--- config.mk ---
export PLATFORM = sky130hd
export DESIGN_NAME = ps2_cmd_tx
export DESIGN_NICKNAME = d
export VERILOG_FILES = /design/src/rtl/ps2tx_pkg.sv /design/src/rtl/ps2_line_sync.sv /design/src/rtl/ps2_hold_timer.sv /design/src/rtl/ps2_tx_fsm.sv /design/src/rtl/ps2_cmd_tx.sv
export SDC_FILE = /design/constraint.sdc
export NUM_CORES = 1
export LEC_CHECK = 0
export ABC_AREA = 1
export CORE_ASPECT_RATIO = 1.75
export CORE_MARGIN = 4
export CORE_UTILIZATION = 40
export DETAILED_ROUTE_END_ITERATION = 10
export GPL_ROUTABILITY_DRIVEN = 1
export PLACE_DENSITY_LB_ADDON = 0.05
export SLEW_MARGIN = 20
export SYNTH_ARGS = -nofsm -noshare
export SYNTH_HDL_FRONTEND = slang
export SYNTH_SLANG_ARGS = --single-unit
--- constraint.sdc ---
create_clock -name clk -period 3.7 [get_ports clk]
set_clock_uncertainty 0.1 [all_clocks]
set_input_delay 1.11 -clock clk [delete_from_list [all_inputs] [get_ports clk]]
set_output_delay 1.11 -clock clk [all_outputs]
set_load 0.02 [all_outputs]
--- src/rtl/ps2tx_pkg.sv ---
package ps2tx_pkg;
  localparam int BYTE_W = 8;
  localparam int FRAME_BITS = BYTE_W + 1;

  typedef logic [BYTE_W-1:0] cmd_byte_t;

  typedef enum logic [2:0] {
    ST_IDLE,
    ST_INHIBIT,
    ST_START,
    ST_SHIFT,
    ST_ACK,
    ST_ACKCLK
  } tx_state_t;

  // Bit that makes the count of ones over byte plus bit odd.
  function automatic logic odd_parity(input cmd_byte_t b);
    return ~(^b);
  endfunction
endpackage

--- src/rtl/ps2_line_sync.sv ---
module ps2_line_sync #(
  parameter int W = 2
) (
  input  logic         clk,
  input  logic         rst_n,
  input  logic [W-1:0] line_i,
  output logic [W-1:0] level_o
);
  for (genvar g = 0; g < W; g++) begin : g_sync
    logic meta_q, stab_q;
    always_ff @(posedge clk) begin
      if (!rst_n) begin
        meta_q <= 1'b1;
        stab_q <= 1'b1;
      end else begin
        meta_q <= line_i[g];
        stab_q <= meta_q;
      end
    end
    assign level_o[g] = stab_q;
  end
endmodule

--- src/rtl/ps2_hold_timer.sv ---
module ps2_hold_timer #(
  parameter int N = 20000
) (
  input  logic clk,
  input  logic rst_n,
  input  logic run_i,
  output logic expired_o
);
  localparam int CW = (N > 2) ? $clog2(N) : 1;
  localparam logic [CW-1:0] LAST = CW'(N - 1);

  logic [CW-1:0] cnt_q;

  always_ff @(posedge clk) begin
    if (!rst_n || !run_i) cnt_q <= '0;
    else if (cnt_q != LAST) cnt_q <= cnt_q + 1'b1;
  end

  assign expired_o = run_i && (cnt_q == LAST);
endmodule

--- src/rtl/ps2_tx_fsm.sv ---
module ps2_tx_fsm
  import ps2tx_pkg::*;
(
  input  logic      clk,
  input  logic      rst_n,
  input  logic      start_i,
  input  cmd_byte_t cmd_i,
  input  logic      clk_lvl_i,
  input  logic      dat_lvl_i,
  input  logic      inhibit_done_i,
  output logic      timer_run_o,
  output logic      clk_pull_o,
  output logic      dat_pull_o,
  output logic      busy_o,
  output logic      done_o,
  output logic      clk_fall_o,
  output logic      ack_phase_o
);
  localparam int BCW = $clog2(FRAME_BITS + 1);
  localparam logic [BCW-1:0] LAST_BIT = BCW'(FRAME_BITS);

  tx_state_t             state_q;
  logic [FRAME_BITS-1:0] frame_q;
  logic [BCW-1:0]        bit_cnt_q;
  logic                  dat_low_q, done_q, clk_prev_q, dat_prev_q;
  logic                  clk_fall, dat_fall;

  assign clk_fall = clk_prev_q && !clk_lvl_i;
  assign dat_fall = dat_prev_q && !dat_lvl_i;

  always_ff @(posedge clk) begin
    if (!rst_n) begin
      state_q    <= ST_IDLE;
      frame_q    <= '0;
      bit_cnt_q  <= '0;
      dat_low_q  <= 1'b0;
      done_q     <= 1'b0;
      clk_prev_q <= 1'b1;
      dat_prev_q <= 1'b1;
    end else begin
      clk_prev_q <= clk_lvl_i;
      dat_prev_q <= dat_lvl_i;
      done_q     <= 1'b0;
      unique case (state_q)
        ST_IDLE: if (start_i) begin
          frame_q   <= {odd_parity(cmd_i), cmd_i};
          bit_cnt_q <= '0;
          state_q   <= ST_INHIBIT;
        end
        ST_INHIBIT: if (inhibit_done_i) state_q <= ST_START;
        ST_START: begin
          dat_low_q <= 1'b1;
          state_q   <= ST_SHIFT;
        end
        ST_SHIFT: if (clk_fall) begin
          if (bit_cnt_q == LAST_BIT) begin
            dat_low_q <= 1'b0;
            state_q   <= ST_ACK;
          end else begin
            dat_low_q <= ~frame_q[0];
            frame_q   <= frame_q >> 1;
            bit_cnt_q <= bit_cnt_q + 1'b1;
          end
        end
        ST_ACK: if (dat_fall) state_q <= ST_ACKCLK;
        ST_ACKCLK: if (clk_fall) begin
          state_q <= ST_IDLE;
          done_q  <= 1'b1;
        end
        default: state_q <= ST_IDLE;
      endcase
    end
  end

  assign timer_run_o = (state_q == ST_INHIBIT);
  assign clk_pull_o  = (state_q == ST_INHIBIT) || (state_q == ST_START);
  assign dat_pull_o  = (state_q == ST_START) || ((state_q == ST_SHIFT) && dat_low_q);
  assign busy_o      = (state_q != ST_IDLE);
  assign done_o      = done_q;
  assign clk_fall_o  = clk_fall;
  assign ack_phase_o = (state_q == ST_ACKCLK);
endmodule

--- src/rtl/ps2_cmd_tx.sv ---
module ps2_cmd_tx #(
  parameter int INHIBIT_CYCLES = 20000
) (
  input  logic       clk,
  input  logic       rst_n,
  input  logic       start_i,
  input  logic [7:0] cmd_i,
  input  logic       kbd_clk_i,
  input  logic       kbd_dat_i,
  output logic       clk_pull_o,
  output logic       dat_pull_o,
  output logic       busy_o,
  output logic       done_o
);
  logic [1:0] lvl_w;
  logic       timer_run_w, inhibit_done_w;
  logic       clk_fall_w, ack_phase_w;

  ps2_line_sync #(.W(2)) u_sync (
    .clk(clk), .rst_n(rst_n),
    .line_i({kbd_dat_i, kbd_clk_i}),
    .level_o(lvl_w)
  );

  ps2_hold_timer #(.N(INHIBIT_CYCLES)) u_timer (
    .clk(clk), .rst_n(rst_n),
    .run_i(timer_run_w),
    .expired_o(inhibit_done_w)
  );

  ps2_tx_fsm u_fsm (
    .clk(clk), .rst_n(rst_n),
    .start_i(start_i), .cmd_i(cmd_i),
    .clk_lvl_i(lvl_w[0]), .dat_lvl_i(lvl_w[1]),
    .inhibit_done_i(inhibit_done_w),
    .timer_run_o(timer_run_w),
    .clk_pull_o(clk_pull_o), .dat_pull_o(dat_pull_o),
    .busy_o(busy_o), .done_o(done_o),
    .clk_fall_o(clk_fall_w), .ack_phase_o(ack_phase_w)
  );
endmodule

==> After elaboration in Yosys (flattened, before gate mapping) <==
Cells that the tools add are included.
{ "op_classes": {"add_sub_neg": 2, "n_eq_ne": 15, "muxes": 19, "bitwise_logic": 2, "n_reduce_logical": 20} }
{ "ops": {"columns": ["op", "n"], "rows": [
  ["$mux 9", 3],
  ["$mux 3", 6],
  ["$pmux 3 s6", 1],
  ["$pmux 9 s2", 1],
  ["$add 15x1->15 const B", 1],
  ["$eq 15x15->1 const B", 1],
  ["$ne 15x15->1 const B", 1],
  ["$mux 4", 3],
  ["$ne 2x2->1 const B", 5],
  ["$pmux 4 s2", 1],
  ["$reduce_xor 8->1", 1],
  ["$eq 3x2->1 const B", 2],
  ["$eq 3x3->1 const B", 2],
  ["$reduce_and 6->1", 1],
  ["$add 4x1->4 const B", 1],
  ["$eq 4x4->1 const B", 1],
  ["$logic_and 1x1->1", 4],
  ["$logic_not 1->1", 4],
  ["$ne 2x1->1 const B", 2],
  ["$reduce_and 2->1", 2],
  ["$reduce_and 4->1", 1],
  ["$reduce_bool 2->1", 2],
  ["$eq 3x1->1 const B", 1],
  ["$logic_not 3->1", 1],
  ["5 further kinds", 10]
]} }
{ "word_totals": {"regBits": 39, "input_bits": 13, "out_inout_bits": 4, "wordCells": 70} }

==> Depth between registers and ports, before layout <==
Gate-level depths: netlist of run 1.
{ "logic_depth": {"ltp_word": 4, "mapped_depth": 11, "depth_no_buf": 11} }

==> Hierarchy <==
A second synthesis of run 1 with hierarchy kept.
{ "unflattened": {"cells_unflattened": 345, "area_unflattened_um2": 2229.6} }
{ "by_module_without_submodules": {"columns": ["module", "n_inst", "cells_per_inst", "area_per_inst_um2", "seq_area_each_um2"], "rows": [
  ["ps2_tx_fsm", 1, 194, 1224.9, 400.4],
  ["ps2_hold_timer", 1, 137, 879.6, 300.3],
  ["ps2_line_sync", 1, 14, 125.1, 80.1]
]} }

==> Worst setup path after synthesis of run 1 <==
Ideal clock, no wire load.
{ "synth_timing": {"path_type": "reg-to-output", "start": "register u_fsm.state_q[1]", "end": "output clk_pull_o", "arrival_time_ps": 1106, "required_time_ps": 2490, "slack_ps": 1384, "stages_incl_launch_ff": 5, "path_buffers": 0, "path_cell_list": "dfxtp_1 > inv_1 > nor2_1 > inv_1 > o21ai_0"} }
{ "synth_between": {"elab_chain_len": 2, "elab_cells_between_ends": 3, "classes_between": "eq/ne (2); reduce/logical (1)"} }
{ "synth_lines": {"columns": ["element", "line_no", "rtl"], "rows": [
  ["start: declaration", "ps2_tx_fsm.sv:22", "tx_state_t state_q;"],
  ["start signal: assignment", "ps2_tx_fsm.sv:33", "state_q <= ST_IDLE;"],
  ["start signal: assignment", "ps2_tx_fsm.sv:48", "state_q <= ST_INHIBIT;"],
  ["start signal: assignment", "ps2_tx_fsm.sv:50", "ST_INHIBIT: if (inhibit_done_i) state_q <= ST_START;"],
  ["$eq 3x1->1 or $eq 3x2->1 (tied branches)", "ps2_tx_fsm.sv:76", "assign clk_pull_o = (state_q == ST_INHIBIT) || (state_q == ST_START);"],
  ["$logic_or 1x1->1 (*)", "ps2_tx_fsm.sv:76", null],
  ["end: declaration", "ps2_cmd_tx.sv:10", "output logic clk_pull_o,"]
]} }
Mark *: on every way between the ends. The rest lies on a longest branch, timed or not.

==> Final worst setup path of run 1 <==
{ "layout_timing": {"start": "register u_fsm.state_q[0]", "end": "output clk_pull_o"} }
Same word-level chain as after synthesis.

==> results.md, run 1 <==
- Die outline height: 103 µm
- Final Routed Wirelength: 4.73 mm
- Status: finished clean
- Number of flops mapped to enable cells by yosys: 0
- Met2 wire length: 2.66 mm
- Max Cap Viol: 0
- Antenna diodes: 0
- TritonCTS clock tree: yes
- Pwr per Cell Area: 598 nW/µm²
- VDD IR max: 0.000463 V
- Clock Root Buffer: clkbuf_8
- Nets: 344
- Routed wl met3: 116 µm
- Final setup fails: 0
- GP Congestion: 0.850
- Post-synth top flop: dfxtp_1
- Post-synth top cells: nand2_1 (84), nor2_1 (44), dfxtp_1 (39)
- Port Buffer Count: 16
- Compound-Gate Fraction of Synth Area: 0.101
- Hpwl dp: 3.68 mm
- Finished Layout Cells: 383
- Leak: 0.000991 µW
- Synthesized instance count: 309
- Crit-path max cell delay: 0.65 ns
- Adder-cell area share of the yosys netlist: 0.0184
- Number of routed nets with antenna violations: 0
- Area growth, synth to finish: 16.4%
- Share of cells above drive strength 1: 0.0729
- CP max-delay cell: clkdlybuf4s50_1
- CTS max path bufs: 2
- Die width: 62.0 µm
- Largest net degree at the start of global routing: 15
- Mux contribution to synthesized area: 0
- Final worst-path cycle share: 0.827
- Initial antenna violation count: 0
- Post-synthesis cell type count: 27
- DR top layer: met4
- Number of DRC markers in iteration 0: 97
- Synth Area in Simple Gates: 0.358
- H-Tree Depth: 2
- Worst hold path class: flip-flop to flip-flop
- Critical path arrival: 1.85 ns
- Filler cells: 525
- Met1 WL: 1.80 mm
- Worst-margin pin slew: 0.595 ns
- Cell area after layout: 2380 µm²
- First-pass GRT wire length: 7.91 mm
- Routed wire per std cell: 12.3 µm
- Core Area: 4980 µm²
- Fmax: 0.327 GHz
- Worst-skew pair later-pin latency: 0.30 ns
- TritonCTS Buffers: 5
- Post-cts sizing count: 0
- CTS clk-pin slew, worst paths: 0.09 ns
- Initial core utilization: 0.411
- Most common cell in the synthesized netlist: nand2_1
- Total track usage: 0.166
- Gr ovfl total: 0
- Die area: 6360 µm²
- Drt pass-1 iters: 6
- # rows: 34
- Area contributors post-synth: dfxtp_1 (38%), nand2_1 (15%), nor2_1 (8.1%)
- Largest family of logic cells by synthesized area: simple AND/OR/NAND/NOR gates
- Synth area leader: dfxtp_1
- Slew margin rel.: 0.603
- Dpl cells: 375
- Storage cell area: 781 µm²
- Minimum clock period: 3.06 ns
- CP startpoint kind: flip-flop
- Seq/Total Area, Yosys: 0.382
- I/O pin count: 17
- Post-synthesis xor/xnor area fraction: 0.0472
- Worst Setup End Kind: primary output
- Vias in the first global route: 1855
- Post-CTS Setup Inserts: 0
- Req. time, crit path: 2.49 ns
- Hold Fails Final Rpt: 0
- Syn. warnings: 0
- Worst-path cell chain: inv_1 -> nor2_1 -> nand2_1 -> o21ai_0 -> clkdlybuf4s50_1
- Crit path kind: flip-flop to primary output
- Core Util, Final: 0.478
- DRC: 0
- Mapped Nets: 325
- Multi-input combinational cell area: 1070 µm²
- CP Max Fanout: 5
- Placed Area: 2240 µm²
- Setup TNS: 0 ns
- Mapped cell area: 2040 µm²
- DR vias/cell: 4.99
- Post-synth top area share: 0.382
- CTS Sinks: 39
- Mapped Avg Cell Area: 6.61 µm²
- DR vias: 1912
- CTS Hold Buffers Added: 0
- RSZ-0062 raised after global routing: false
- Fin. max-slew vios: 0
- Yosys reg bits: 39
- Post-synth ARST share: 0
-- cells in the final DEF, fill, tap and decap left out, drive strengths merged --
cell type | Yosys | layout
nor4 | 1 | 1
nand4 | 8 | 8
nor3b | 1 | 1
or2 | 5 | 5
xor2 | 6 | 6
o31a | 1 | 1
clkinvlp | 0 | 1
clkinv | 2 | 2
clkdlybuf4s50 | 0 | 16
nor3 | 7 | 7
bufinv | 0 | 2
nand3 | 16 | 16
inv | 39 | 39
dfxtp | 39 | 39
o21ai | 19 | 19
xnor2 | 5 | 5
buf | 5 | 1
nand2 | 87 | 87
a21oi | 19 | 19
ha | 3 | 3
nor2 | 46 | 46
clkbuf | 0 | 5
-- cell type report --
type	instances	share of cell area
Clock buffer	5	0.0289
Clock inverter	3	0.0284
Inverter	41	0.0647
Multi-Input combinational cell	224	0.451
Sequential cell	39	0.328
Tap cell	54	0.0284
Timing Repair Buffer	17	0.0705
-- path summary, 6_finish.rpt --
check	startpoint	end	slack [ns]	depth (start not counted)
setup reg to reg	u_fsm.state_q[0]$_SDFFE_PN0P_	u_fsm.bit_cnt_q[3]$_SDFFE_PN0P_	1.78	6
hold reg to reg	u_sync.g_sync[1].meta_q$_SDFF_PN1_	u_sync.g_sync[1].stab_q$_SDFF_PN1_	0.32	1
setup / recovery	u_fsm.state_q[0]$_SDFFE_PN0P_	clk_pull_o	0.64	5
hold / removal	u_sync.g_sync[1].meta_q$_SDFF_PN1_	u_sync.g_sync[1].stab_q$_SDFF_PN1_	0.32	1
-- layer usage --
layer,global-route usage,vias up
li1,-,1013
met1,0.156,852
met2,0.316,35
met3,0.0326,12
met4,0.0833,0
met5,0,-
-- stage by stage --
step / setup WS, ns / hold WS (ns) / power [µW]
after floorplan: 1.38 / 0.292 / 900
after global placement: 0.909 / 0.302 / 1010
after detailed placement: 0.856 / 0.307 / 1010
after CTS: 0.605 / 0.328 / 1440
after global routing: 0.496 / 0.351 / 1530
final: 0.640 / 0.321 / 1420
-- critical path, delay by kind of cell, from the launching register on --
kind,cells,cell delay (ns)
AO/OA/AOI/OAI,1,0.12
flip-flops,1,0.41
buffers and inverters,2,0.75
AND/OR/NAND/NOR,2,0.28
-- power breakdown --
| part | switching, µW | total [µW] | internal, µW |
|---|---|---|---|
| combinational | 297 | 461 | 163 |
| sequential | 53.5 | 538 | 484 |
| clock | 155 | 424 | 269 |
-- flip-flops by register name, indices dropped and copies added, names as in the netlist --
register	flops
u_fsm.dat_low_q	1
u_fsm.state_q	3
u_fsm.dat_prev_q	1
u_timer.cnt_q	15
u_fsm.bit_cnt_q	4
u_fsm.frame_q	9
u_fsm.done_o	1
u_sync.g_sync.meta_q	2
u_fsm.clk_prev_q	1
u_sync.g_sync.stab_q	2
-- kinds of logic after synthesis --
kind of cell	count (synthesis)
AOI/OAI and AO/OA	39
buffers and inverters	46
xor gates and xnor gates	11
DFF	39
and+or+nand+nor	171
adders and majority gates	3
Power figures use the tool's default switching activity.
==> run 2, diff against run 1 <==
==> constraint.sdc (replaced) <==
create_clock -name clk -period 3 [get_ports clk]
set_clock_uncertainty 0.1 [all_clocks]
set_input_delay 0.9 -clock clk [delete_from_list [all_inputs] [get_ports clk]]
set_output_delay 0.9 -clock clk [all_outputs]
set_load 0.02 [all_outputs]
==> run 2 against run 1 <==
Effect of this change:
- sequential power increased by 22%
- critical path depth unchanged
- first-iteration DRC count decreased by 35%
- global-route usage decreased by 0.27 points
- core utilization decreased by 0.23 points
- worst setup slack got worse by 0.49 ns
- via count increased by 0.73%
- largest power group unchanged
- highest routed layer unchanged
==> results.md, run 2 (synthesized netlist as in run 1, its figures left out) <==
- Routed wire per std cell: 12.2 µm
- Final Routed Wirelength: 4.67 mm
- CTS Hold Buffers Added: 0
- CTS max path bufs: 2
- Most frequent cells in the layout: nand2_1 (84), nor2_1 (44), dfxtp_1 (39)
- DR vias: 1926
- Leak: 0.000992 µW
- Clock Root Buffer: clkbuf_8
- CP Max Fanout: 5
- I/O pin count: 17
- Dpl cells: 376
- Max Cap Viol: 0
- Die outline height: 103 µm
- Post-CTS Setup Inserts: 0
- Finished Layout Cells: 384
- Core Area: 4980 µm²
- Sequential power share: 0.393
- CTS Sinks: 39
- CP max-delay cell: clkdlybuf4s50_1
- Initial core utilization: 0.411
- Biggest regs: u_timer.cnt_q x15, u_fsm.frame_q x9, u_fsm.bit_cnt_q x4
- Worst-skew pair later-pin latency: 0.28 ns
- Pre-CTS setup slack: 0.467 ns
- Final setup fails: 0
- Antenna diodes: 0
- Sw Pwr: 608 µW
- VDD IR max: 0.000525 V
- Crit-path max cell delay: 0.65 ns
- First-pass GRT wire length: 7.62 mm
- Minimum clock period: 2.85 ns
- GP Congestion: 0.909
- Total track usage: 0.163
- Hold Fails Final Rpt: 0
- Pwr per Cell Area: 708 nW/µm²
- Setup crit start: u_fsm.state_q[0]$_SDFFE_PN0P_
- Port Buffer Count: 16
- Worst hold path class: flip-flop to flip-flop
- Worst-path cell chain: inv_1 -> nor2_1 -> nand2_1 -> o21ai_0 -> clkdlybuf4s50_1
- CP startpoint kind: flip-flop
- TritonCTS clock tree: yes
- # rows: 34
- Crit Reg-Reg Endpoint: u_fsm.bit_cnt_q[1]$_SDFFE_PN0P_
- Hpwl dp: 3.73 mm
- Placed Area: 2250 µm²
- R2R setup slack: 1.11 ns
- Final WS setup: 0.147 ns
- DR vias/cell: 5.02
- Req. time, crit path: 2.00 ns
- Setup TNS: 0 ns
- Worst-margin pin slew: 0.573 ns
- Die area: 6360 µm²
- Number of DRC markers in iteration 0: 63
- Drt pass-1 iters: 4
- Share of cells above drive strength 1: 0.0758
- RSZ-0062 raised after global routing: false
- Net Sw Frac: 0.362
- Worst Setup End Kind: primary output
- Critical path arrival: 1.85 ns
- Power share of the combinational group: 0.340
- Slew margin rel.: 0.618
- Total power: 1680 µW
- Most flops, register: u_timer.cnt_q
- CTS clk-pin slew, worst paths: 0.08 ns
- Worst setup endpoint: clk_pull_o
- Number of routed nets with antenna violations: 0
- Area growth, synth to finish: 15.9%
- Clock Power Share: 0.267
- Worst flop-to-flop path startpoint: u_fsm.state_q[0]$_SDFFE_PN0P_
- Cell area after layout: 2370 µm²
- Post-cts sizing count: 0
- Initial antenna violation count: 0
- Fin. max-slew vios: 0
- Vias in the first global route: 1812
- DRC: 0
- Register-to-Register Path Depth: 7
- Max reg flops: 15
- Nets: 345
- TritonCTS Buffers: 5
- Final worst-path cycle share: 0.951
- Largest net degree at the start of global routing: 15
- Int Pwr: 1070 µW
- Crit path kind: flip-flop to primary output
- Fmax: 0.351 GHz
- Die width: 62.0 µm
- H-Tree Depth: 2
- Most common cell after layout, fill and taps aside: nand2_1
- Status: finished clean
- Gr ovfl total: 0
[run 2: changes by cell type in the layout (fill, tap and decap cells not counted), sizes merged]
cell | before | now
clkinvlp | 1 | 0
bufinv | 2 | 1
buf | 1 | 2
clkinv | 2 | 3
clkbuf | 5 | 6
[run 2: critical path, delay by kind of cell (launching register included)]
family | cells | cell delay, ns
flops | 1 | 0.40
buf+inv | 2 | 0.75
compound gates | 1 | 0.13
simple gates | 2 | 0.29
[run 2: routing by layer]
metal	track usage	vias to the layer above	wire [µm]
li1	-	1017	-
met1	0.148	860	1720
met2	0.307	34	2640
met3	0.0401	15	112
met4	0.0931	0	200
met5	0	-	0
[run 2: cell type report]
cell class | instances | area, µm²
timing repair buffer | 18 | 175
multi-input combinational | 224 | 1070
clock buffer | 6 | 82.6
clock inverter | 2 | 35.0
tap | 54 | 67.6
sequential | 39 | 781
fill | 568 | 2610
inverter | 41 | 154
[run 2: through the flow]
step                hold slack (ns)  utilization
finish                        0.319        0.476
global route                  0.354        0.476
CTS                           0.329        0.476
detailed placement            0.301        0.452
global placement              0.299        0.452
floorplan                     0.292            -
[run 2: how the worst min path moves through the flow]
stage / startpoint / to / slack, ns / cells after the start
after floorplan: u_sync.g_sync[0].stab_q$_SDFF_PN1_ / u_fsm.clk_prev_q$_SDFF_PN1_ / 0.29 / 2
after global placement: u_sync.g_sync[0].meta_q$_SDFF_PN1_ / u_sync.g_sync[0].stab_q$_SDFF_PN1_ / 0.30 / 1
after detailed placement: u_sync.g_sync[0].meta_q$_SDFF_PN1_ / u_sync.g_sync[0].stab_q$_SDFF_PN1_ / 0.30 / 1
after CTS: u_sync.g_sync[1].meta_q$_SDFF_PN1_ / u_sync.g_sync[1].stab_q$_SDFF_PN1_ / 0.33 / 1
after global routing: u_sync.g_sync[0].meta_q$_SDFF_PN1_ / u_sync.g_sync[0].stab_q$_SDFF_PN1_ / 0.35 / 1
final: u_sync.g_sync[1].meta_q$_SDFF_PN1_ / u_sync.g_sync[1].stab_q$_SDFF_PN1_ / 0.32 / 1
[run 2: power by group through the flow]
stage	clock (µW)	combinational [µW]	sequential [µW]
2_1_floorplan	0	453	657
3_3_place_gp	0	579	668
3_5_place_dp	0	580	669
4_1_cts	464	582	658
5_1_grt	491	657	668
6_report	447	570	659
==> run 3, diff against run 2 <==
--- a/config.mk
+++ b/config.mk
@@ -8,7 +8,7 @@
 export ABC_AREA = 1
 export CORE_ASPECT_RATIO = 1.75
 export CORE_MARGIN = 4
-export CORE_UTILIZATION = 40
+export CORE_UTILIZATION = 57
 export DETAILED_ROUTE_END_ITERATION = 10
 export GPL_ROUTABILITY_DRIVEN = 1
 export PLACE_DENSITY_LB_ADDON = 0.05
==> run 3 against run 2 <==
Effect of this change:
- routed wire length decreased by 2.6%
- hold slack about the same
- clock power up 16%
- final cell count is 2.3% lower
- largest cell class unchanged
- global-route usage grew 7.1 points
- die area decreased by 27%
- register-to-register slack about the same
- fmax grew 7.3%
- highest routed layer unchanged
==> results.md, run 3 (synthesized netlist as in run 1, its figures left out) <==
- Post-CTS Setup Inserts: 0
- Number of DRC markers in iteration 0: 45
- Status: finished clean
- TritonCTS clock tree: yes
- Fin. max-slew vios: 0
- Worst Setup End Kind: primary output
- Core Util, Final: 0.692
- Worst-margin pin slew: 0.553 ns
- Routed wl met3: 136 µm
- CTS Sinks: 39
- TritonCTS Buffers: 5
- GP Congestion: 0.802
- CP max-delay cell: clkdlybuf4s50_1
- Initial antenna violation count: 0
- Register-to-Register Path Depth: 11
- DR vias/cell: 5.19
- Worst-skew pair later-pin latency: 0.29 ns
- Worst path depth: 5
- Dpl cells: 367
- H-Tree Depth: 2
- Crit path max-delay family: buffers and inverters
- Sequential power share: 0.377
- Post-cts sizing count: 0
- Net Sw Frac: 0.352
- Power share of the combinational group: 0.325
- Antenna diodes: 0
- CTS max path bufs: 2
- Clock Root Buffer: clkbuf_8
- Critical path arrival: 1.66 ns
- Drt pass-1 iters: 4
- Worst-path cell chain: inv_1 -> nor2_1 -> inv_1 -> a21oi_1 -> clkdlybuf4s50_1
- Setup crit start: u_fsm.state_q[1]$_SDFFE_PN0P_
- Gr ovfl total: 0
- Crit-path max cell delay: 0.61 ns
- Area growth, synth to finish: 16.4%
- Final Routed Wirelength: 4.55 mm
- Crit Reg-Reg Endpoint: u_fsm.state_q[1]$_SDFFE_PN0P_
- Final setup fails: 0
- CTS clk-pin slew, worst paths: 0.08 ns
- R2R setup slack: 1.12 ns
- Die width: 53.3 µm
- Setup TNS: 0 ns
- CP Max Fanout: 4
- Crit path kind: flip-flop to primary output
- Final worst-path cycle share: 0.887
- Nets: 345
- Int Pwr: 1130 µW
- Sw Pwr: 612 µW
- WP buf/inv: 3
- Biggest regs: u_timer.cnt_q x15, u_fsm.frame_q x9, u_fsm.bit_cnt_q x4
- Met1 WL: 1.65 mm
- Pwr per Cell Area: 733 nW/µm²
- Most frequent CP cell: inv_1
- Number of routed nets with antenna violations: 0
- Worst hold path class: flip-flop to flip-flop
- Slew margin rel.: 0.632
- Hpwl dp: 3.44 mm
- Port Buffer Count: 16
- Clock Power Share: 0.298
- Die outline height: 87.2 µm
- DR vias: 1948
- Hold Slack: 0.319 ns
- Initial core utilization: 0.595
- RSZ-0062 raised after global routing: false
- Total track usage: 0.234
- Most flops, register: u_timer.cnt_q
- Met2 wire length: 2.60 mm
- Fmax: 0.376 GHz
- Most common cell after layout, fill and taps aside: nand2_1
- CTS Hold Buffers Added: 0
- Die area: 4640 µm²
- Worst setup endpoint: dat_pull_o
- Worst flop-to-flop path startpoint: u_timer.cnt_q[0]$_SDFFE_PP0P_
- Max Cap Viol: 0
- Hold Fails Final Rpt: 0
- Routed wire per std cell: 12.1 µm
- DRC: 0
- Share of cells above drive strength 1: 0.0758
- Largest net degree at the start of global routing: 15
- VDD IR max: 0.000640 V
- First-pass GRT wire length: 8.09 mm
- # rows: 28
- Leak: 0.00101 µW
- Max reg flops: 15
- CP startpoint kind: flip-flop
- DR top layer: met4
- Req. time, crit path: 2.00 ns
- Minimum clock period: 2.66 ns
- Vias in the first global route: 1983
- I/O pin count: 17
- Core Area: 3430 µm²
- Finished Layout Cells: 375
- Most frequent cells in the layout: nand2_1 (84), nor2_1 (44), dfxtp_1 (39)
run 3: cell types whose count changed in the layout (fill, tap and decap cells not counted):
cell	previous run	this run
clkbuf_8	6	5
clkdlybuf4s50_1	16	15
dlymetal6s2s_1	0	1
bufinv_16	1	2
clkinv_2	1	0
clkinvlp_4	0	1
run 3: cell type report:
cell class | instances | area (µm²)
multi-input cells | 224 | 1070
fillers | 315 | 1060
flip-flops and latches | 39 | 781
repair buffers | 18 | 178
inverters | 41 | 154
clock buffers | 5 | 68.8
clock inverters | 3 | 67.6
well taps | 45 | 56.3
run 3: routing by layer:
metal  global-route usage  vias up
li1                     -     1011
met1                0.199      869
met2                0.459       47
met3               0.0600       21
met4                0.121        0
met5                    0        -
run 3: metrics by stage:
stage / area, µm² / power (µW) / setup WS (ns)
after floorplan: 2040 / 1110 / 0.894
after global placement: 2240 / 1230 / 0.512
after detailed placement: 2240 / 1230 / 0.482
after CTS: 2370 / 1750 / 0.164
after global routing: 2380 / 1880 / 0.184
final: 2380 / 1740 / 0.340
run 3: how the worst min path moves through the flow:
stage                                       startpoint                                  to  slack (ns)  cells past startpoint
global placement    u_sync.g_sync[0].meta_q$_SDFF_PN1_  u_sync.g_sync[0].stab_q$_SDFF_PN1_        0.30                      1
finish              u_sync.g_sync[1].meta_q$_SDFF_PN1_  u_sync.g_sync[1].stab_q$_SDFF_PN1_        0.32                      1
floorplan           u_sync.g_sync[0].stab_q$_SDFF_PN1_         u_fsm.clk_prev_q$_SDFF_PN1_        0.29                      2
detailed placement  u_sync.g_sync[1].meta_q$_SDFF_PN1_  u_sync.g_sync[1].stab_q$_SDFF_PN1_        0.30                      1
CTS                 u_sync.g_sync[0].meta_q$_SDFF_PN1_  u_sync.g_sync[0].stab_q$_SDFF_PN1_        0.32                      1
global route        u_sync.g_sync[1].meta_q$_SDFF_PN1_  u_sync.g_sync[1].stab_q$_SDFF_PN1_        0.33                      1
run 3: power groups by stage:
stage	Sequential, µW	Clock [µW]	Combinational [µW]
after floorplan	657	0	453
after global placement	667	0	560
after detailed placement	667	0	565
after CTS	657	524	571
after global routing	671	552	661
final	657	519	566
